$ cat config.mk
export PLATFORM = sky130hd
export DESIGN_NAME = mux_access_seq
export DESIGN_NICKNAME = d
export VERILOG_FILES = /design/src/rtl/mux_seq_pkg.sv /design/src/rtl/mux_seq_timer.sv /design/src/rtl/mux_seq_ctrl.sv /design/src/rtl/mux_seq_pins.sv /design/src/rtl/mux_access_seq.sv
export SDC_FILE = /design/constraint.sdc
export NUM_CORES = 1
export LEC_CHECK = 0
export CAP_MARGIN = 20
export CORE_ASPECT_RATIO = 0.7
export CORE_MARGIN = 10
export CORE_UTILIZATION = 28
export DETAILED_ROUTE_END_ITERATION = 8
export DONT_BUFFER_PORTS = 1
export GPL_ROUTABILITY_DRIVEN = 0
export PLACE_DENSITY = 0.49
export SYNTH_ARGS = -nofsm -noshare
export SYNTH_HDL_FRONTEND = slang
export SYNTH_SLANG_ARGS = --single-unit
$ cat constraint.sdc
create_clock -name clk -period 5.6 [get_ports clk]
set_clock_uncertainty 0.15 [all_clocks]
set_input_delay 1.68 -clock clk [delete_from_list [all_inputs] [get_ports clk]]
set_output_delay 1.68 -clock clk [all_outputs]
set_load 0.03 [all_outputs]
$ cat src/rtl/mux_seq_pkg.sv
package mux_seq_pkg;

  localparam int LEN_W = 9;

  typedef enum logic [2:0] {
    PH_IDLE,
    PH_ASET,
    PH_AHLD,
    PH_DSET,
    PH_TURN
  } phase_t;

  function automatic logic [LEN_W-1:0] aset_cycles(input logic [31:0] c);
    return LEN_W'(c[3:0]) + LEN_W'(1);
  endfunction

  function automatic logic [LEN_W-1:0] ahld_cycles(input logic [31:0] c);
    if (c[7:4] == 4'd0) return LEN_W'(2);
    return LEN_W'(c[7:4]) + LEN_W'(1);
  endfunction

  function automatic logic [LEN_W-1:0] dset_cycles(input logic [31:0] c);
    if (c[15:8] == 8'd0) return LEN_W'(2);
    return LEN_W'(c[15:8]) + LEN_W'(1);
  endfunction

  function automatic logic [LEN_W-1:0] turn_cycles(input logic [31:0] c);
    return LEN_W'(c[19:16]) + LEN_W'(1);
  endfunction

endpackage

$ cat src/rtl/mux_seq_timer.sv
module mux_seq_timer #(
  parameter int LEN_W = 9
) (
  input  logic             clk,
  input  logic             rst_n,
  input  logic             load,
  input  logic [LEN_W-1:0] load_len,
  output logic             last
);
  logic [LEN_W-1:0] cnt;

  always_ff @(posedge clk or negedge rst_n) begin
    if (!rst_n)          cnt <= '0;
    else if (load)       cnt <= load_len - LEN_W'(1);
    else if (cnt != '0)  cnt <= cnt - LEN_W'(1);
  end

  assign last = (cnt == '0);

  // every phase lasts at least one cycle
  a_r4_len_nonzero: assert property (@(posedge clk) disable iff (!rst_n)
    load |-> (load_len != '0));

endmodule

$ cat src/rtl/mux_seq_ctrl.sv
module mux_seq_ctrl
  import mux_seq_pkg::*;
#(
  parameter int W = 16
) (
  input  logic             clk,
  input  logic             rst_n,
  input  logic [31:0]      cfg_word,
  input  logic             req_start,
  input  logic             req_write,
  input  logic [W-1:0]     req_addr,
  input  logic [W-1:0]     req_wdata,
  input  logic             tmr_last,
  output phase_t           phase,
  output logic             wr_q,
  output logic [W-1:0]     addr_q,
  output logic [W-1:0]     wdata_q,
  output logic             tmr_load,
  output logic [LEN_W-1:0] tmr_len,
  output logic             done
);
  phase_t      nxt;
  logic [31:0] cfg_q;
  logic        acc_finish;
  logic        accept;

  assign accept = (phase == PH_IDLE) && req_start;

  always_comb begin
    nxt      = phase;
    tmr_load = 1'b0;
    tmr_len  = '0;
    unique case (phase)
      PH_IDLE: if (req_start) begin
        nxt = PH_ASET; tmr_load = 1'b1; tmr_len = aset_cycles(cfg_word);
      end
      PH_ASET: if (tmr_last) begin
        nxt = PH_AHLD; tmr_load = 1'b1; tmr_len = ahld_cycles(cfg_q);
      end
      PH_AHLD: if (tmr_last) begin
        nxt = PH_DSET; tmr_load = 1'b1; tmr_len = dset_cycles(cfg_q);
      end
      PH_DSET: if (tmr_last) begin
        if (wr_q) nxt = PH_IDLE;
        else begin
          nxt = PH_TURN; tmr_load = 1'b1; tmr_len = turn_cycles(cfg_q);
        end
      end
      PH_TURN: if (tmr_last) nxt = PH_IDLE;
      default: nxt = PH_IDLE;
    endcase
  end

  assign acc_finish = (phase != PH_IDLE) && tmr_last && (nxt == PH_IDLE);

  always_ff @(posedge clk or negedge rst_n) begin
    if (!rst_n) begin
      phase   <= PH_IDLE;
      done    <= 1'b0;
      cfg_q   <= '0;
      wr_q    <= 1'b0;
      addr_q  <= '0;
      wdata_q <= '0;
    end else begin
      phase <= nxt;
      done  <= acc_finish;
      if (accept) begin
        cfg_q   <= cfg_word;
        wr_q    <= req_write;
        addr_q  <= req_addr;
        wdata_q <= req_wdata;
      end
    end
  end

  // a phase only advances when the timer reports its last cycle
  a_r4_phase_held: assert property (@(posedge clk) disable iff (!rst_n)
    (phase != PH_IDLE && !tmr_last) |=> (phase == $past(phase)));

  // request fields frozen while busy
  a_r9_req_held: assert property (@(posedge clk) disable iff (!rst_n)
    (phase != PH_IDLE) |=> ($stable(addr_q) && $stable(wr_q) && $stable(wdata_q)));

  // timing word frozen while busy
  a_r10_cfg_held: assert property (@(posedge clk) disable iff (!rst_n)
    (phase != PH_IDLE) |=> $stable(cfg_q));

  // turnaround only follows reads
  a_r7_turn_read_only: assert property (@(posedge clk) disable iff (!rst_n)
    (phase == PH_TURN) |-> !wr_q);

  // completion is a single-cycle pulse
  a_r8_done_pulse: assert property (@(posedge clk) disable iff (!rst_n)
    done |=> !done);

endmodule

$ cat src/rtl/mux_seq_pins.sv
module mux_seq_pins
  import mux_seq_pkg::*;
#(
  parameter int W = 16
) (
  input  logic         clk,
  input  logic         rst_n,
  input  phase_t       phase,
  input  logic         wr_q,
  input  logic [W-1:0] addr_q,
  input  logic [W-1:0] wdata_q,
  input  logic         tmr_last,
  input  logic [W-1:0] bus_in,
  output logic [W-1:0] bus_out,
  output logic         bus_oe,
  output logic         mem_cs_n,
  output logic         mem_adv_n,
  output logic         mem_oe_n,
  output logic         mem_we_n,
  output logic [W-1:0] rdata
);
  logic in_addr;
  logic in_data;
  logic rd_capture;

  assign in_addr    = (phase == PH_ASET) || (phase == PH_AHLD);
  assign in_data    = (phase == PH_DSET);
  assign rd_capture = in_data && !wr_q && tmr_last;

  assign mem_cs_n  = !(in_addr || in_data);
  assign mem_adv_n = (phase != PH_ASET);
  assign mem_oe_n  = !(in_data && !wr_q);
  assign mem_we_n  = !(in_data && wr_q);
  assign bus_oe    = in_addr || (in_data && wr_q);
  assign bus_out   = in_addr ? addr_q : ((in_data && wr_q) ? wdata_q : '0);

  always_ff @(posedge clk or negedge rst_n) begin
    if (!rst_n)          rdata <= '0;
    else if (rd_capture) rdata <= bus_in;
  end

  // strobes exclusive
  a_r11_strobe_excl: assert property (@(posedge clk) disable iff (!rst_n)
    !mem_oe_n |-> mem_we_n);

  // address strobe only inside chip select
  a_r11_adv_in_cs: assert property (@(posedge clk) disable iff (!rst_n)
    !mem_adv_n |-> !mem_cs_n);

  // bus released while memory drives it
  a_r5_bus_released: assert property (@(posedge clk) disable iff (!rst_n)
    !mem_oe_n |-> !bus_oe);

  // read data only changes out of the data phase end
  a_r5_rdata_hold: assert property (@(posedge clk) disable iff (!rst_n)
    !rd_capture |=> $stable(rdata));

endmodule

$ cat src/rtl/mux_access_seq.sv
module mux_access_seq
  import mux_seq_pkg::*;
#(
  parameter int W = 16
) (
  input  logic         clk,
  input  logic         rst_n,
  input  logic [31:0]  cfg_word,
  input  logic         req_start,
  input  logic         req_write,
  input  logic [W-1:0] req_addr,
  input  logic [W-1:0] req_wdata,
  input  logic [W-1:0] bus_in,
  output logic [W-1:0] bus_out,
  output logic         bus_oe,
  output logic         mem_cs_n,
  output logic         mem_adv_n,
  output logic         mem_oe_n,
  output logic         mem_we_n,
  output logic [W-1:0] rdata,
  output logic         done
);
  phase_t           phase;
  logic             wr_q;
  logic [W-1:0]     addr_q;
  logic [W-1:0]     wdata_q;
  logic             tmr_load;
  logic [LEN_W-1:0] tmr_len;
  logic             tmr_last;

  mux_seq_ctrl #(.W(W)) u_ctrl (
    .clk(clk), .rst_n(rst_n), .cfg_word(cfg_word),
    .req_start(req_start), .req_write(req_write),
    .req_addr(req_addr), .req_wdata(req_wdata),
    .tmr_last(tmr_last), .phase(phase), .wr_q(wr_q),
    .addr_q(addr_q), .wdata_q(wdata_q),
    .tmr_load(tmr_load), .tmr_len(tmr_len), .done(done)
  );

  mux_seq_timer #(.LEN_W(LEN_W)) u_timer (
    .clk(clk), .rst_n(rst_n), .load(tmr_load),
    .load_len(tmr_len), .last(tmr_last)
  );

  mux_seq_pins #(.W(W)) u_pins (
    .clk(clk), .rst_n(rst_n), .phase(phase), .wr_q(wr_q),
    .addr_q(addr_q), .wdata_q(wdata_q), .tmr_last(tmr_last),
    .bus_in(bus_in), .bus_out(bus_out), .bus_oe(bus_oe),
    .mem_cs_n(mem_cs_n), .mem_adv_n(mem_adv_n),
    .mem_oe_n(mem_oe_n), .mem_we_n(mem_we_n), .rdata(rdata)
  );

  // chip select released when completion is signalled
  a_r8_cs_off_at_done: assert property (@(posedge clk) disable iff (!rst_n)
    done |-> mem_cs_n);

endmodule

# --- Word level (Yosys, flattened, before mapping) ---
# Cells that the tools add are included.
classes:
  addsub: 6
  n_eq_ne: 5
  mux: 32
  n_reduce_logical: 22
ops:
  columns: ["cell", "count"]
  rows:
  - ["$mux 9", 11]
  - ["$pmux 9 s4", 1]
  - ["$mux 16", 2]
  - ["$mux 3", 6]
  - ["$sub 9x1->9 const B", 2]
  - ["$add 4x1->5 const B", 3]
  - ["$pmux 3 s5", 1]
  - ["$mux 1", 10]
  - ["$add 8x1->9 const B", 1]
  - ["$logic_not 9->1", 1]
  - ["$reduce_bool 9->1", 1]
  - ["$logic_not 8->1", 1]
  - ["$eq 3x2->1 const B", 2]
  - ["$logic_and 1x1->1", 6]
  - ["$logic_not 3->1", 2]
  - ["$logic_not 1->1", 4]
  - ["$logic_not 4->1", 1]
  - ["$eq 3x1->1 const B", 1]
  - ["$eq 3x3->1 const B", 1]
  - ["$logic_or 1x1->1", 3]
  - ["$ne 3x1->1 const B", 1]
  - ["$pmux 1 s3", 1]
  - ["$reduce_bool 3->1", 1]
  - ["$reduce_bool 2->1", 1]
  - ["$reduce_or 2->1", 1]
totals:
  reg_bits: 82
  in_bits: 84
  out_inout_bits: 38
  wordCells: 73

# --- Logic depth before layout (Yosys ltp) ---
depth:
  depth_word: 9
  ltp_mapped: 12
  ltp_nobuf: 12

# --- Cells and area by module ---
# Synthesis repeated with hierarchy kept, for this count alone.
hier_totals:
  cells_unflattened: 334
  area_unflattened_um2: 4060.1
modules_own_cells:
  columns: ["module", "instances", "cells_per_inst", "area_each_um2", "seq_area_each_um2"]
  rows:
  - ["mux_seq_ctrl", 1, 195, 2494.9, 1326.3]
  - ["mux_seq_pins", 1, 63, 874.6, 400.4]
  - ["mux_seq_timer", 1, 76, 690.7, 225.2]

# --- Worst setup path before layout ---
# No wires, ideal clock.
synth_timing:
  path_type: "reg2out"
  startpoint: "reg u_ctrl.phase[1]"
  endpoint: "out bus_out[10]"
  arrival_time_ns: 2.001
  t_required_ns: 3.770
  setup_slack_ns: 1.769
  path_stages_with_launch: 7
  n_path_buf: 3
  path_cell_list: "dfrtp_1 buf_6 or3b_1 clkbuf_1 nand2_1 clkbuf_1 a22o_1"
synth_between:
  elab_chain_cells: 4
  elab_cells_between_ends: 7
  cone_classes: "eq/ne: 3; mux: 2; reduce/logical: 2"
synth_rtl:
  columns: ["item", "line", "rtl"]
  rows:
  - ["from (decl)", "mux_seq_ctrl.sv:14", "output phase_t phase,"]
  - ["from (signal assigned)", "mux_seq_ctrl.sv:65", "phase <= nxt;"]
  - ["$eq 3x2->1", "mux_seq_pins.sv:27", "assign in_data = (phase == PH_DSET);"]
  - ["$logic_and 1x1->1", "mux_seq_pins.sv:35", "assign bus_out = in_addr ? addr_q : ((in_data && wr_q) ? wdata_q : '0);"]
  - ["$mux 16", "mux_seq_pins.sv:35", null]
  - ["$mux 16 (*)", "mux_seq_pins.sv:35", null]
  - ["to (decl)", "mux_access_seq.sv:14", "output logic [W-1:0] bus_out,"]
# Mark *: on every way between the ends. The rest lies on a longest branch, timed or not.

# --- Worst setup path in the final report ---
layout_timing:
  startpoint: "reg u_ctrl.phase[0]"
  endpoint: "out bus_out[8]"
# The elaborated chain is that of the path after synthesis.

==> summary by stage <==
Run status
The run finished with clean final reports.

Setup path
The worst reg-to-reg setup slack is 2.18 ns. The class of the most critical setup path is reg2out. The startpoint identified for the worst register-to-register timing path is u_ctrl.phase[0]$_DFF_PN0_. The critical path startpoint category is a register. The maximum fanout along the worst path is 16. At the worst endpoint, the required time is 3.77 ns.

The worst setup path is captured at a primary output. The startpoint of the most critical setup path is u_ctrl.phase[0]$_DFF_PN0_. At the worst endpoint, the arrival time is 2.66 ns.

Route
The routed via count divided by cell count is 4.75. The detailed-route DRC error count is 0. Detailed routing inserted a total of 2990 vias. The number of violations reported at the end of detailed-routing iteration 0 is roughly 210. In this run the remaining antenna-violating nets after routing total 0. The routed design has about 11000 um of wire. The total iterations of the first detailed-routing run is 4. The wire length per cell is approximately 17 um.

Layout
The area overhead of the layout relative to synthesis is 12.0%. In the final layout, flip-flops and latches occupy 0.00195 mm2. In the final design database the tool counted 530 nets. The count of fill cells added during filler insertion is 1445. The share of final-layout standard cells stronger than drive strength 1 is 6.76%. The number of inserted diodes is 0. In the final layout, the multi-input gates occupy roughly 0.0018 mm2.

Yosys
The mapped netlist covers 0.00390 mm2. The number of storage elements in the synthesis netlist is 78. The leading register cell type out of synthesis is sky130_fd_sc_hd__dfrtp_1.

For this run, asynchronously set or reset flops after synthesis account for 100%. The portion of synthesized cell area occupied by the leading cell type is between 50% and 60%. The most frequent cell after synthesis is sky130_fd_sc_hd__nand2_1. The post-synth net total is 539. Sorting the synthesized cells by how often they occur yields 201 x sky130_fd_sc_hd__nand2_1, 78 x sky130_fd_sc_hd__dfrtp_1, 16 x sky130_fd_sc_hd__a22o_1, 16 x sky130_fd_sc_hd__nor2_1.

The proportion of synthesized chip area in sequential cells is roughly 50%. Sorting the synthesized cells by area gives the leading types as sky130_fd_sc_hd__dfrtp_1 50%, sky130_fd_sc_hd__nand2_1 19%, sky130_fd_sc_hd__a22o_1 3.6%. The count of mapped cells out of synthesis is 448.

The largest total area in the synthesized netlist belongs to sky130_fd_sc_hd__dfrtp_1. The mean instance size in the synthesized netlist is 8.71 um2. The warning count from the yosys run is 0. The number of library cell types mapped by synthesis is 55.

Counting flops with a built-in enable in the synthesized netlist gives 0.

STA
The number of endpoints with negative hold slack in the final report is 0. The transition at the pin with the smallest max-transition slack is about 0.89 ns. Counting I/O delays and the setup requirement, the final critical path takes 4.49 ns. The final count of pins violating max slew came to 0. Of the available clock period, the critical path in the final layout requires 80.1%. The setup TNS is 0 ns. Headroom to the max-slew limit came out at roughly 41%. Derived from the worst setup path, the maximum achievable clock frequency is 223 MHz.

The total setup violations reported at the end of the flow is 0. Setup repair after global routing left no endpoint under its margin.

Pwr
The share of power burned in combinational logic is 24.6%. The share of total power in the clock network is 32.6%. The part of the total power dissipated in sequential elements is a little over two fifths. The peak supply drop is 199 uV. The internal portion of the total power is 1280 uW. The fraction of power spent switching nets is 33.0%. The net switching power figure is roughly 630 uW. The total power after layout is 1920 uW. The analysis attributes to cell leakage a power of 0.00200 uW. The power density of the placed cells is 439 mW/mm2.

Clocking
Buffers inserted to repair hold after CTS numbered 0. The post-cts sizing count is 0. The source-to-sink clock delay at the later pin of the worst-skew pair is 0.33 ns. The number of sinks on the clock net is 78. The count of buffers added by post-CTS timing repair for setup is 0. TritonCTS built the clock tree. The clock-pin transition on the worst setup and hold timing paths is approximately 0.06 ns. The clock passes through at most 2 buffers.

The H-tree depth is 3. TritonCTS created 9 clock buffers. The cell chosen for the clock root is sky130_fd_sc_hd__clkbuf_16.

Placed design
The half-perimeter wire length after placement is 7960 um. Port buffering added 0 buffers.

Run
Across the run, the number of max-cap violations was 0.

Global route
The via count of the first global-routing pass is 3078. Across every metal layer, demand over resource in global routing totals 11.3%. The maximum number of pins on one net before global-route repair is between 70 and 80.

The number of antenna violations at the first check in global routing was 0. The first global-routing pass estimated 17400 um of wire. Global routing finished with a remaining overflow of 0.

Floorplanning
The die is 119 um tall. For this configuration, the core starts out at a cell density of slightly below 30%. The overall die area is ~0.019 mm2. roughly 120 I/O pins were placed. The area inside the core boundary is 0.0134 mm2.

The floorplan step set the die width to 161 um. The total number of placement rows is 35.

Worst hold path
The startpoint identified for the worst hold timing path is u_ctrl.wdata_q[5]$_DFFE_PN0P_. The kind of path behind the tightest hold check is reg2reg.
## critical path, cell delays in order (launching register included)
cell	delay, ns
sky130_fd_sc_hd__dfrtp_1	0.56
sky130_fd_sc_hd__or3b_1	0.65
sky130_fd_sc_hd__nand2_1	0.64
sky130_fd_sc_hd__a22o_1	0.47
## through the flow
stage                     std cells  area (um2)  utilization (%)  hold WS [ns]  worst slack (ns)
after floorplan                 448        3900                -         0.296              1.77
after global placement          613        4050             30.2         0.309              1.24
after detailed placement        613        4050             30.2         0.313              1.17
after CTS                       629        4370             32.6         0.328              1.09
after global routing            629        4370             32.6         0.346             0.974
final                           629        4370             32.6         0.327              1.11
## final timing paths
check	cells after the start	endpoint
worst max-delay path	3	bus_out[8]
worst min-delay path	2	u_ctrl.wdata_q[5]$_DFFE_PN0P_
worst max register to register	9	u_timer.cnt[8]$_DFFE_PN0P_
worst min register to register	2	u_ctrl.wdata_q[5]$_DFFE_PN0P_
max in group asynchronous	0	u_ctrl.cfg_q[14]$_DFFE_PN0P_
min in group asynchronous	0	u_pins.rdata[3]$_DFFE_PN0P_
## power groups by stage
| stage | registers [uW] | logic, uW | clock network, uW |
|---|---|---|---|
| after floorplan | 795 | 404 | 0 |
| after global placement | 826 | 467 | 0 |
| after detailed placement | 829 | 474 | 0 |
| after CTS | 821 | 475 | 648 |
| after global routing | 845 | 535 | 673 |
| final | 821 | 472 | 625 |
## per-layer routing
layer	share of wire, %	track usage [%]	vias up	wire length [um]
met3	11	5.96	10	1220
li1	-	-	1470	-
met2	41	15.6	114	4410
met5	0	0	-	0
met1	47	15.0	1396	5020
met4	0.79	2.72	0	85
## cell usage in the layout (no fill, tap or decap), types with 4 or more instances in the layout
cell	count
sky130_fd_sc_hd__o21ai_0	8
sky130_fd_sc_hd__a21oi_1	4
sky130_fd_sc_hd__ha_1	7
sky130_fd_sc_hd__nand2_1	201
sky130_fd_sc_hd__nand3_1	13
sky130_fd_sc_hd__or4_1	4
sky130_fd_sc_hd__a22o_1	16
sky130_fd_sc_hd__nor2_1	16
sky130_fd_sc_hd__xnor2_1	10
sky130_fd_sc_hd__dfrtp_1	78
sky130_fd_sc_hd__clkbuf_16	9
sky130_fd_sc_hd__xor2_1	6
sky130_fd_sc_hd__nor3_1	6
sky130_fd_sc_hd__inv_1	9
## kinds of logic (layout without fill, tap and decap cells)
kind of cell	after synthesis	after routing	synth area share [%]
mux	2	2	0.545
compound gates	51	51	10.9
flops	78	78	50.0
buf+inv	32	28	3.72
simple gates	262	262	29.0
xor+xnor	16	16	3.59
fa+ha+maj	7	7	2.25
## sequential cells by signal, summed over array words and instances (netlist names)
register and flops:
u_timer.cnt 9, u_pins.rdata 16, u_ctrl.wr_q 1, u_ctrl.wdata_q 16, u_ctrl.addr_q 16, u_ctrl.done 1, u_ctrl.phase 3, u_ctrl.cfg_q 16
## area by class of cell
type	instances	area share (%)
Clock inverter	5	1.92
Inverter	9	0.773
Clock buffer	11	5.33
Tap cell	185	5.30
Sequential cell	78	44.7
Timing Repair Buffer	3	0.516
Multi-Input combinational cell	338	41.5
Note: power is estimated with default switching activity, not from simulation.
